File: config.mk
export PLATFORM = sky130hd
export DESIGN_NAME = ep_xfer_ctrl
export DESIGN_NICKNAME = d
export VERILOG_FILES = /design/src/rtl/ep_ctl_pkg.sv /design/src/rtl/ep_dp.sv /design/src/rtl/ep_ctl.sv /design/src/rtl/ep_xfer_ctrl.sv
export SDC_FILE = /design/constraint.sdc
export NUM_CORES = 1
export LEC_CHECK = 0
export ABC_AREA = 1
export BUFFER_PORTS_ARGS = -buffer_cell sky130_fd_sc_hd__buf_2
export CORE_MARGIN = 2
export CORE_UTILIZATION = 36
export DETAILED_ROUTE_END_ITERATION = 6
export PLACE_DENSITY = 0.8
export RECOVER_POWER = 25
export SLEW_MARGIN = 5
export SYNTH_ARGS = -nofsm -noshare
export SYNTH_HDL_FRONTEND = slang
export SYNTH_SLANG_ARGS = --single-unit
File: constraint.sdc
create_clock -name clk -period 1.2 [get_ports clk]
set_clock_uncertainty 0.1 [all_clocks]
set_input_delay 0.06 -clock clk [delete_from_list [all_inputs] [get_ports clk]]
set_output_delay 0.06 -clock clk [all_outputs]
set_load 0.03 [all_outputs]
File: src/rtl/ep_ctl_pkg.sv
package ep_ctl_pkg;

  typedef enum logic [1:0] {
    EP_UNSET = 2'b00,
    EP_ISO   = 2'b01,
    EP_BULK  = 2'b10,
    EP_INTR  = 2'b11
  } epKind_e;

  typedef enum logic [2:0] {
    RSP_NONE  = 3'd0,
    RSP_DATA  = 3'd1,
    RSP_ZLP   = 3'd2,
    RSP_NAK   = 3'd3,
    RSP_STALL = 3'd4
  } rspKind_e;

  // field order follows the configuration word, lsb last
  typedef struct packed {
    logic    noEmpty;
    logic    enable;
    logic    dblBuf;
    epKind_e kind;
  } epCfg_t;

  typedef enum logic [1:0] {
    PD_IDLE = 2'd0,
    PD_IN   = 2'd1,
    PD_OUT  = 2'd2
  } pend_e;

  // strobes from control to datapath
  typedef struct packed {
    logic     loadRsp;
    rspKind_e rsp;
    logic     pidOdd;
    logic     flipTgl;
    logic     swapHalf;
    logic     doneIn;
    logic     doneOut;
  } ctlStrobe_t;

endpackage

File: src/rtl/ep_dp.sv
module ep_dp
  import ep_ctl_pkg::*;
#(
  parameter int CFG_W = 16
) (
  input  logic             clk,
  input  logic             rstN,
  input  logic             busReset,
  input  logic             cfgWrEn,
  input  logic [CFG_W-1:0] cfgWrData,
  input  ctlStrobe_t       stb,
  output logic [CFG_W-1:0] cfgRdData,
  output epCfg_t           cfg,
  output logic             toggle,
  output logic             bufSel,
  output logic             rspValid,
  output logic [2:0]       rspKind,
  output logic             rspPid,
  output logic             inDone,
  output logic             outDone
);

  localparam int FIELD_W = $bits(epCfg_t);
  localparam int PAD_W   = CFG_W - FIELD_W;
  localparam int EN_POS  = 3;

  epCfg_t cfgQ;
  epCfg_t wrCfg;
  logic   enRise;

  assign wrCfg  = epCfg_t'(cfgWrData[FIELD_W-1:0]);
  assign enRise = cfgWrEn && wrCfg.enable && !cfgQ.enable;

  always_ff @(posedge clk or negedge rstN) begin
    if (!rstN)            cfgQ <= '0;
    else if (busReset)    cfgQ <= '0;
    else if (cfgWrEn)     cfgQ <= wrCfg;
  end

  always_ff @(posedge clk or negedge rstN) begin
    if (!rstN)             toggle <= 1'b0;
    else if (busReset)     toggle <= 1'b0;
    else if (enRise)       toggle <= 1'b0;
    else if (stb.flipTgl)  toggle <= ~toggle;
  end

  always_ff @(posedge clk or negedge rstN) begin
    if (!rstN)              bufSel <= 1'b0;
    else if (busReset)      bufSel <= 1'b0;
    else if (!cfgQ.dblBuf)  bufSel <= 1'b0;
    else if (stb.swapHalf)  bufSel <= ~bufSel;
  end

  always_ff @(posedge clk or negedge rstN) begin
    if (!rstN) begin
      rspValid <= 1'b0;
      rspKind  <= RSP_NONE;
      rspPid   <= 1'b0;
      inDone   <= 1'b0;
      outDone  <= 1'b0;
    end else if (busReset) begin
      rspValid <= 1'b0;
      rspKind  <= RSP_NONE;
      rspPid   <= 1'b0;
      inDone   <= 1'b0;
      outDone  <= 1'b0;
    end else begin
      rspValid <= stb.loadRsp;
      if (stb.loadRsp) begin
        rspKind <= stb.rsp;
        rspPid  <= stb.pidOdd;
      end
      inDone  <= stb.doneIn;
      outDone <= stb.doneOut;
    end
  end

  assign cfg       = cfgQ;
  assign cfgRdData = {{PAD_W{1'b0}}, cfgQ};


  cfg_readback_chk: assert property (@(posedge clk) disable iff (!rstN || busReset)
    cfgWrEn |=> cfgRdData == {{PAD_W{1'b0}}, $past(cfgWrData[FIELD_W-1:0])});


  tgl_clear_on_enable_chk: assert property (@(posedge clk) disable iff (!rstN || busReset)
    (cfgWrEn && cfgWrData[EN_POS] && !cfgRdData[EN_POS]) |=> !toggle);


  tgl_hold_chk: assert property (@(posedge clk) disable iff (!rstN || busReset)
    (!stb.flipTgl && !cfgWrEn) |=> $stable(toggle));

endmodule

File: src/rtl/ep_ctl.sv
module ep_ctl
  import ep_ctl_pkg::*;
#(
  parameter int LEN_W = 16,
  parameter int MPS_W = 11
) (
  input  logic             clk,
  input  logic             rstN,
  input  logic             busReset,
  input  epCfg_t           cfg,
  input  logic             toggle,
  input  logic             bufSel,
  input  logic             dmaMode,
  input  logic [LEN_W-1:0] bufLen,
  input  logic [MPS_W-1:0] maxPkt,
  input  logic             stallReq,
  input  logic             tokIn,
  input  logic             tokOut,
  input  logic             xferOk,
  input  logic [1:0]       halfReady,
  output ctlStrobe_t       stb,
  output logic             active,
  output logic             swapWait
);

  pend_e    pend;
  logic     pendZlp;
  logic     isIso, tokAny, curReady, otherReady;
  logic     zeroLen, zlpWanted, compl, dataCompl, swapNow;
  rspKind_e rspNext;

  assign active     = cfg.enable && (cfg.kind != EP_UNSET);
  assign isIso      = (cfg.kind == EP_ISO);
  assign tokAny     = tokIn || tokOut;
  assign curReady   = halfReady[bufSel];
  assign otherReady = halfReady[~bufSel];
  assign zeroLen    = (bufLen == '0) || (maxPkt == '0);
  assign zlpWanted  = dmaMode && !cfg.noEmpty && zeroLen;

  always_comb begin
    if (!active)                rspNext = RSP_NONE;
    else if (stallReq)          rspNext = RSP_STALL;
    else if (tokIn && zlpWanted) rspNext = RSP_ZLP;
    else if (swapWait)          rspNext = RSP_NAK;
    else if (curReady)          rspNext = RSP_DATA;
    else                        rspNext = RSP_NAK;
  end

  assign compl     = xferOk && (pend != PD_IDLE) && !tokAny && active;
  assign dataCompl = compl && !pendZlp && cfg.dblBuf;
  assign swapNow   = active && cfg.dblBuf && otherReady && (dataCompl || swapWait);

  always_comb begin
    stb          = '0;
    stb.loadRsp  = tokAny;
    stb.rsp      = rspNext;
    stb.pidOdd   = toggle && !isIso;
    stb.flipTgl  = compl && !isIso;
    stb.swapHalf = swapNow;
    stb.doneIn   = compl && (pend == PD_IN);
    stb.doneOut  = compl && (pend == PD_OUT);
  end

  always_ff @(posedge clk or negedge rstN) begin
    if (!rstN) begin
      pend     <= PD_IDLE;
      pendZlp  <= 1'b0;
      swapWait <= 1'b0;
    end else if (busReset || !active) begin
      pend     <= PD_IDLE;
      pendZlp  <= 1'b0;
      swapWait <= 1'b0;
    end else begin
      if (tokAny) begin
        if (rspNext == RSP_DATA || rspNext == RSP_ZLP)
          pend <= tokIn ? PD_IN : PD_OUT;
        else
          pend <= PD_IDLE;
        pendZlp <= (rspNext == RSP_ZLP);
      end else if (compl) begin
        pend    <= PD_IDLE;
        pendZlp <= 1'b0;
      end
      if (!cfg.dblBuf || swapNow) swapWait <= 1'b0;
      else if (dataCompl)         swapWait <= 1'b1;
    end
  end


  done_one_dir_chk: assert property (@(posedge clk) disable iff (!rstN || busReset)
    !(stb.doneIn && stb.doneOut));


  wait_needs_dbl_chk: assert property (@(posedge clk) disable iff (!rstN || busReset)
    swapWait |-> cfg.dblBuf);

endmodule

File: src/rtl/ep_xfer_ctrl.sv
module ep_xfer_ctrl
  import ep_ctl_pkg::*;
#(
  parameter int CFG_W = 16,
  parameter int LEN_W = 16,
  parameter int MPS_W = 11
) (
  input  logic             clk,
  input  logic             rstN,
  input  logic             busReset,
  input  logic             cfgWrEn,
  input  logic [CFG_W-1:0] cfgWrData,
  output logic [CFG_W-1:0] cfgRdData,
  input  logic             dmaMode,
  input  logic [LEN_W-1:0] bufLen,
  input  logic [MPS_W-1:0] maxPkt,
  input  logic             stallReq,
  input  logic             tokIn,
  input  logic             tokOut,
  input  logic             xferOk,
  input  logic [1:0]       halfReady,
  output logic             epActive,
  output logic             rspValid,
  output logic [2:0]       rspKind,
  output logic             rspPid,
  output logic             dataToggle,
  output logic             bufSel,
  output logic             inDone,
  output logic             outDone
);

  epCfg_t     cfg;
  ctlStrobe_t stb;
  logic       swapWait;

  ep_dp #(.CFG_W(CFG_W)) i_dp (
    .clk(clk), .rstN(rstN), .busReset(busReset),
    .cfgWrEn(cfgWrEn), .cfgWrData(cfgWrData), .stb(stb),
    .cfgRdData(cfgRdData), .cfg(cfg), .toggle(dataToggle), .bufSel(bufSel),
    .rspValid(rspValid), .rspKind(rspKind), .rspPid(rspPid),
    .inDone(inDone), .outDone(outDone)
  );

  ep_ctl #(.LEN_W(LEN_W), .MPS_W(MPS_W)) i_ctl (
    .clk(clk), .rstN(rstN), .busReset(busReset),
    .cfg(cfg), .toggle(dataToggle), .bufSel(bufSel),
    .dmaMode(dmaMode), .bufLen(bufLen), .maxPkt(maxPkt),
    .stallReq(stallReq), .tokIn(tokIn), .tokOut(tokOut),
    .xferOk(xferOk), .halfReady(halfReady),
    .stb(stb), .active(epActive), .swapWait(swapWait)
  );


  inactive_silent_chk: assert property (@(posedge clk) disable iff (!rstN || busReset)
    ((tokIn || tokOut) && !epActive) |=> (rspValid && rspKind == RSP_NONE));


  stall_answer_chk: assert property (@(posedge clk) disable iff (!rstN || busReset)
    ((tokIn || tokOut) && epActive && stallReq && !cfgWrEn)
      |=> (rspKind == RSP_STALL && $stable(dataToggle)));


  iso_pid_chk: assert property (@(posedge clk) disable iff (!rstN || busReset)
    ((tokIn || tokOut) && epActive && cfgRdData[1:0] == 2'b01) |=> !rspPid);


  in_done_cause_chk: assert property (@(posedge clk) disable iff (!rstN || busReset)
    inDone |-> $past(xferOk));


  wait_nak_chk: assert property (@(posedge clk) disable iff (!rstN || busReset)
    ((tokIn || tokOut) && epActive && swapWait && !stallReq && !(tokIn && dmaMode))
      |=> rspKind == RSP_NAK);

endmodule

==> flow_metrics.tcl <==
set metrics [dict create \
    placedCellCount 240 \
    synthToLayoutAreaGrowth_pct 59.0 \
    grt_overflow 0 \
    crit_required_ns 1.04 \
    setup_ws_ns -0.172 \
    crit_top_cell "buf_6" \
    cts_tree "yes" \
    critPathLaunch "i_dp.cfg[1]$_DFFE_PN0P_" \
    pre_cts_slack_ns -0.0963 \
    violations "DRC, setup timing" \
    synth_top_family_by_area "simple AND/OR/NAND/NOR gates" \
    clock_path_buffers 2 \
    antenna_found_initial 0 \
    regToRegEndpoint "i_dp.bufSel$_DFFE_PN0P_" \
    syn_area_per_cell_um2 7.35 \
    grt_start_max_net_pins 19 \
    p_total_w 0.00138 \
    rsz0062_at_grt "yes" \
    insertion_delay_ns 0.30 \
    synth_area_leaders "dfrtp_1 42%, nand2_1 12%, nor2_1 9.4%" \
    die-area_mm2 0.00343 \
    clock_sinks 18 \
    critPathBufInv 3 \
    syn_inst 146 \
    grt_pass1_wl_mm 5.15 \
    diodes 0 \
    arrival_ns 1.21 \
    outcome "complete, but fails checks" \
    place_congestion 0.845 \
    synth.distinct_cells 24 \
    core.rowCount 19 \
    nets 285 \
    grt_pass1_vias 1221 \
    path_delay_family "flip-flops" \
    layout_commonest_cell "buf_2" \
    num_vias 1163 \
    die_w_um 58.6 \
    setup_violations 10 \
    p_leak_nw 0.913 \
    slew_violations 0 \
    endpoint_kind "primary output" \
    synth.top_cell.area_share_pct 42.0 \
    path_cells "o21ai_4, inv_4, buf_6, buf_6" \
    ff2ff_setup_slack_ns -0.14 \
    dpl.hpwl_mm 2.14 \
    fmax_mhz 729 \
    root_buffer "clkbuf_4" \
    numCtsBuffers 3 \
    start_util_pct 38.3 \
    reg2reg_from "i_dp.cfg[1]$_DFFE_PN0P_" \
    crit_slowest_cell "dfrtp_2" \
    critPathCapture "epActive" \
    ys_warn_count 0 \
    ios 80 \
    ys_seq_area_share_pct 42.0 \
    use_met1_pct 23.1 \
    synthMuxAreaShare_pct 0 \
    drc 3 \
    slowest_delay_ns 0.44 \
    wl_per_cell_um 11.4 \
    htree_levels 1 \
    cp_max_fo 2 \
    synth_xor_area_share_pct 0 \
    met3_usage_pct 5.05 \
    use_met2_pct 35.2 \
    critical_path_class "register to primary output" \
    syn_area_mm2 0.00107 \
    finalHoldViolations 0 \
    synth_largest_area_cell "dfrtp_1" \
    synth_compound_area_share_pct 8.16 \
    drt-initial-drc-count 19 \
    maxCapViolations 0 \
    stdcell_count 261 \
    final_antenna_net_count 0 \
    min_path_type "input pin to register" \
    synthSimpleGateAreaFrac_pct 37.2 \
    whs_ns 0.0464 \
    vias_per_cell 4.46 \
    final_cell_mix "53 x buf_2, 30 x nand2_1, 25 x nor2_1" \
    vdd_drop_max_uv 727 \
    yosys_register_bits 18 \
    drt_pass1_iterations 6 \
    drive_gt1_share_pct 43.5 \
    crit_cells 4 \
    power.density_mw_per_mm2 810 \
    seq_area_um2 455 \
    largest_reg_flops 5 \
    die_y_um 58.6 \
    fill_cells 268 \
    io_buffers 57 \
    multi_input_area_um2 587 \
    final.min_clock_period_ns 1.37 \
    synthAdderAreaFrac_pct 0 \
    clkTransAtPathRegs_ns 0.10 \
    grt.busiest_layer "met2" \
    wirelength_mm 2.98 \
    final_min_period_over_clock_period_pct 114 \
    coreArea_mm2 0.00281 \
    startpoint_type "register" \
    grt_usage_pct 19.2 \
    rr_worst_depth 7 \
]
worst min path at each step:
| stage | from | cells after the start | end | slack [ns] |
|---|---|---|---|---|
| finish | dmaMode | 5 | i_ctl.pendZlp$_DFFE_PN0P_ | 0.05 |
| global route | dmaMode | 5 | i_ctl.pendZlp$_DFFE_PN0P_ | 0.04 |
| CTS | tokOut | 3 | i_dp.rspPid$_DFFE_PN0P_ | 0.02 |
| detailed placement | rstN | 1 | i_ctl.pend[0]$_DFFE_PN0P_ | -0.08 |
| global placement | rstN | 1 | i_ctl.pend[0]$_DFFE_PN0P_ | -0.09 |
| floorplan | rstN | 0 | i_ctl.pendZlp$_DFFE_PN0P_ | -0.34 |
cell families (layout without fill, tap and decap cells):
kind of cell           count (synthesis)  count (layout)
and+or+nand+nor                       89              89
buffers and inverters                 24              98
DFF                                   18              18
AOI/OAI and AO/OA                     14              14
other                                  1              11
report_power, final:
group	switching [W]	leakage, nW	total (W)	internal, W
Sequential	0.0000171	0.239	0.000644	0.000626
Combinational	0.000215	0.653	0.000362	0.000148
Clock	0.000192	0.0210	0.000377	0.000185
Total	0.000423	0.913	0.00138	0.000959
synthesized netlist by cell type:
cell	count
o22ai_1	1
o21ai_1	1
and2_0	1
nor4_1	1
nor2_2	1
inv_2	2
o21ai_4	1
a21oi_1	2
conb_1	1
inv_1	10
o21ai_0	7
nor3_1	2
buf_4	11
nand2_2	1
dfrtp_1	18
or2_1	1
o211ai_1	1
o31ai_1	1
nand2_1	34
nor2_1	27
buf_2	1
nand3_1	17
nor2_4	3
nand3_2	1
worst reg2reg max path, stage by stage, from the launching register on:
cell and delay, ns:
dfrtp_2 0.44, o21ai_4 0.19, buf_6 0.14, nor2_4 0.05, nand3_2 0.07, nand2_2 0.08, a21oi_2 0.14, nor2_2 0.04
timing repair:
action,CTS,global route
setup endpoints to repair,10,15
pin swaps,4,4
setup buffers,2,3
endpoints found under the hold margin,32,1
gates resized for setup,11,17
hold buffers,12,1
per-stage QoR:
stage | util [%] | cell area (µm²) | TNS [ns]
2_1_floorplan | - | 1120 | -0.637
3_3_place_gp | 50.4 | 1420 | -0.0728
3_5_place_dp | 50.4 | 1420 | -0.222
4_1_cts | 57.9 | 1630 | -0.866
5_1_grt | 60.8 | 1710 | -1.66
6_report | 60.8 | 1710 | -0.885
cell type report:
class | instances | share of cell area [%]
Multi-Input combinational cell | 114 | 34.4
Timing Repair Buffer | 82 | 31.7
Sequential cell | 18 | 26.7
Inverter | 12 | 2.79
Tap cell | 31 | 2.27
Clock buffer | 4 | 2.13
per-layer routing:
| layer | part of all wire (%) | vias to the layer above | wire, µm |
|---|---|---|---|
| met5 | 0 | - | 0 |
| met4 | 0 | 0 | 0 |
| met3 | 4.6 | 0 | 137 |
| met2 | 52 | 26 | 1560 |
| met1 | 43 | 520 | 1280 |
| li1 | - | 617 | - |
(Power assumes the default switching activity.)
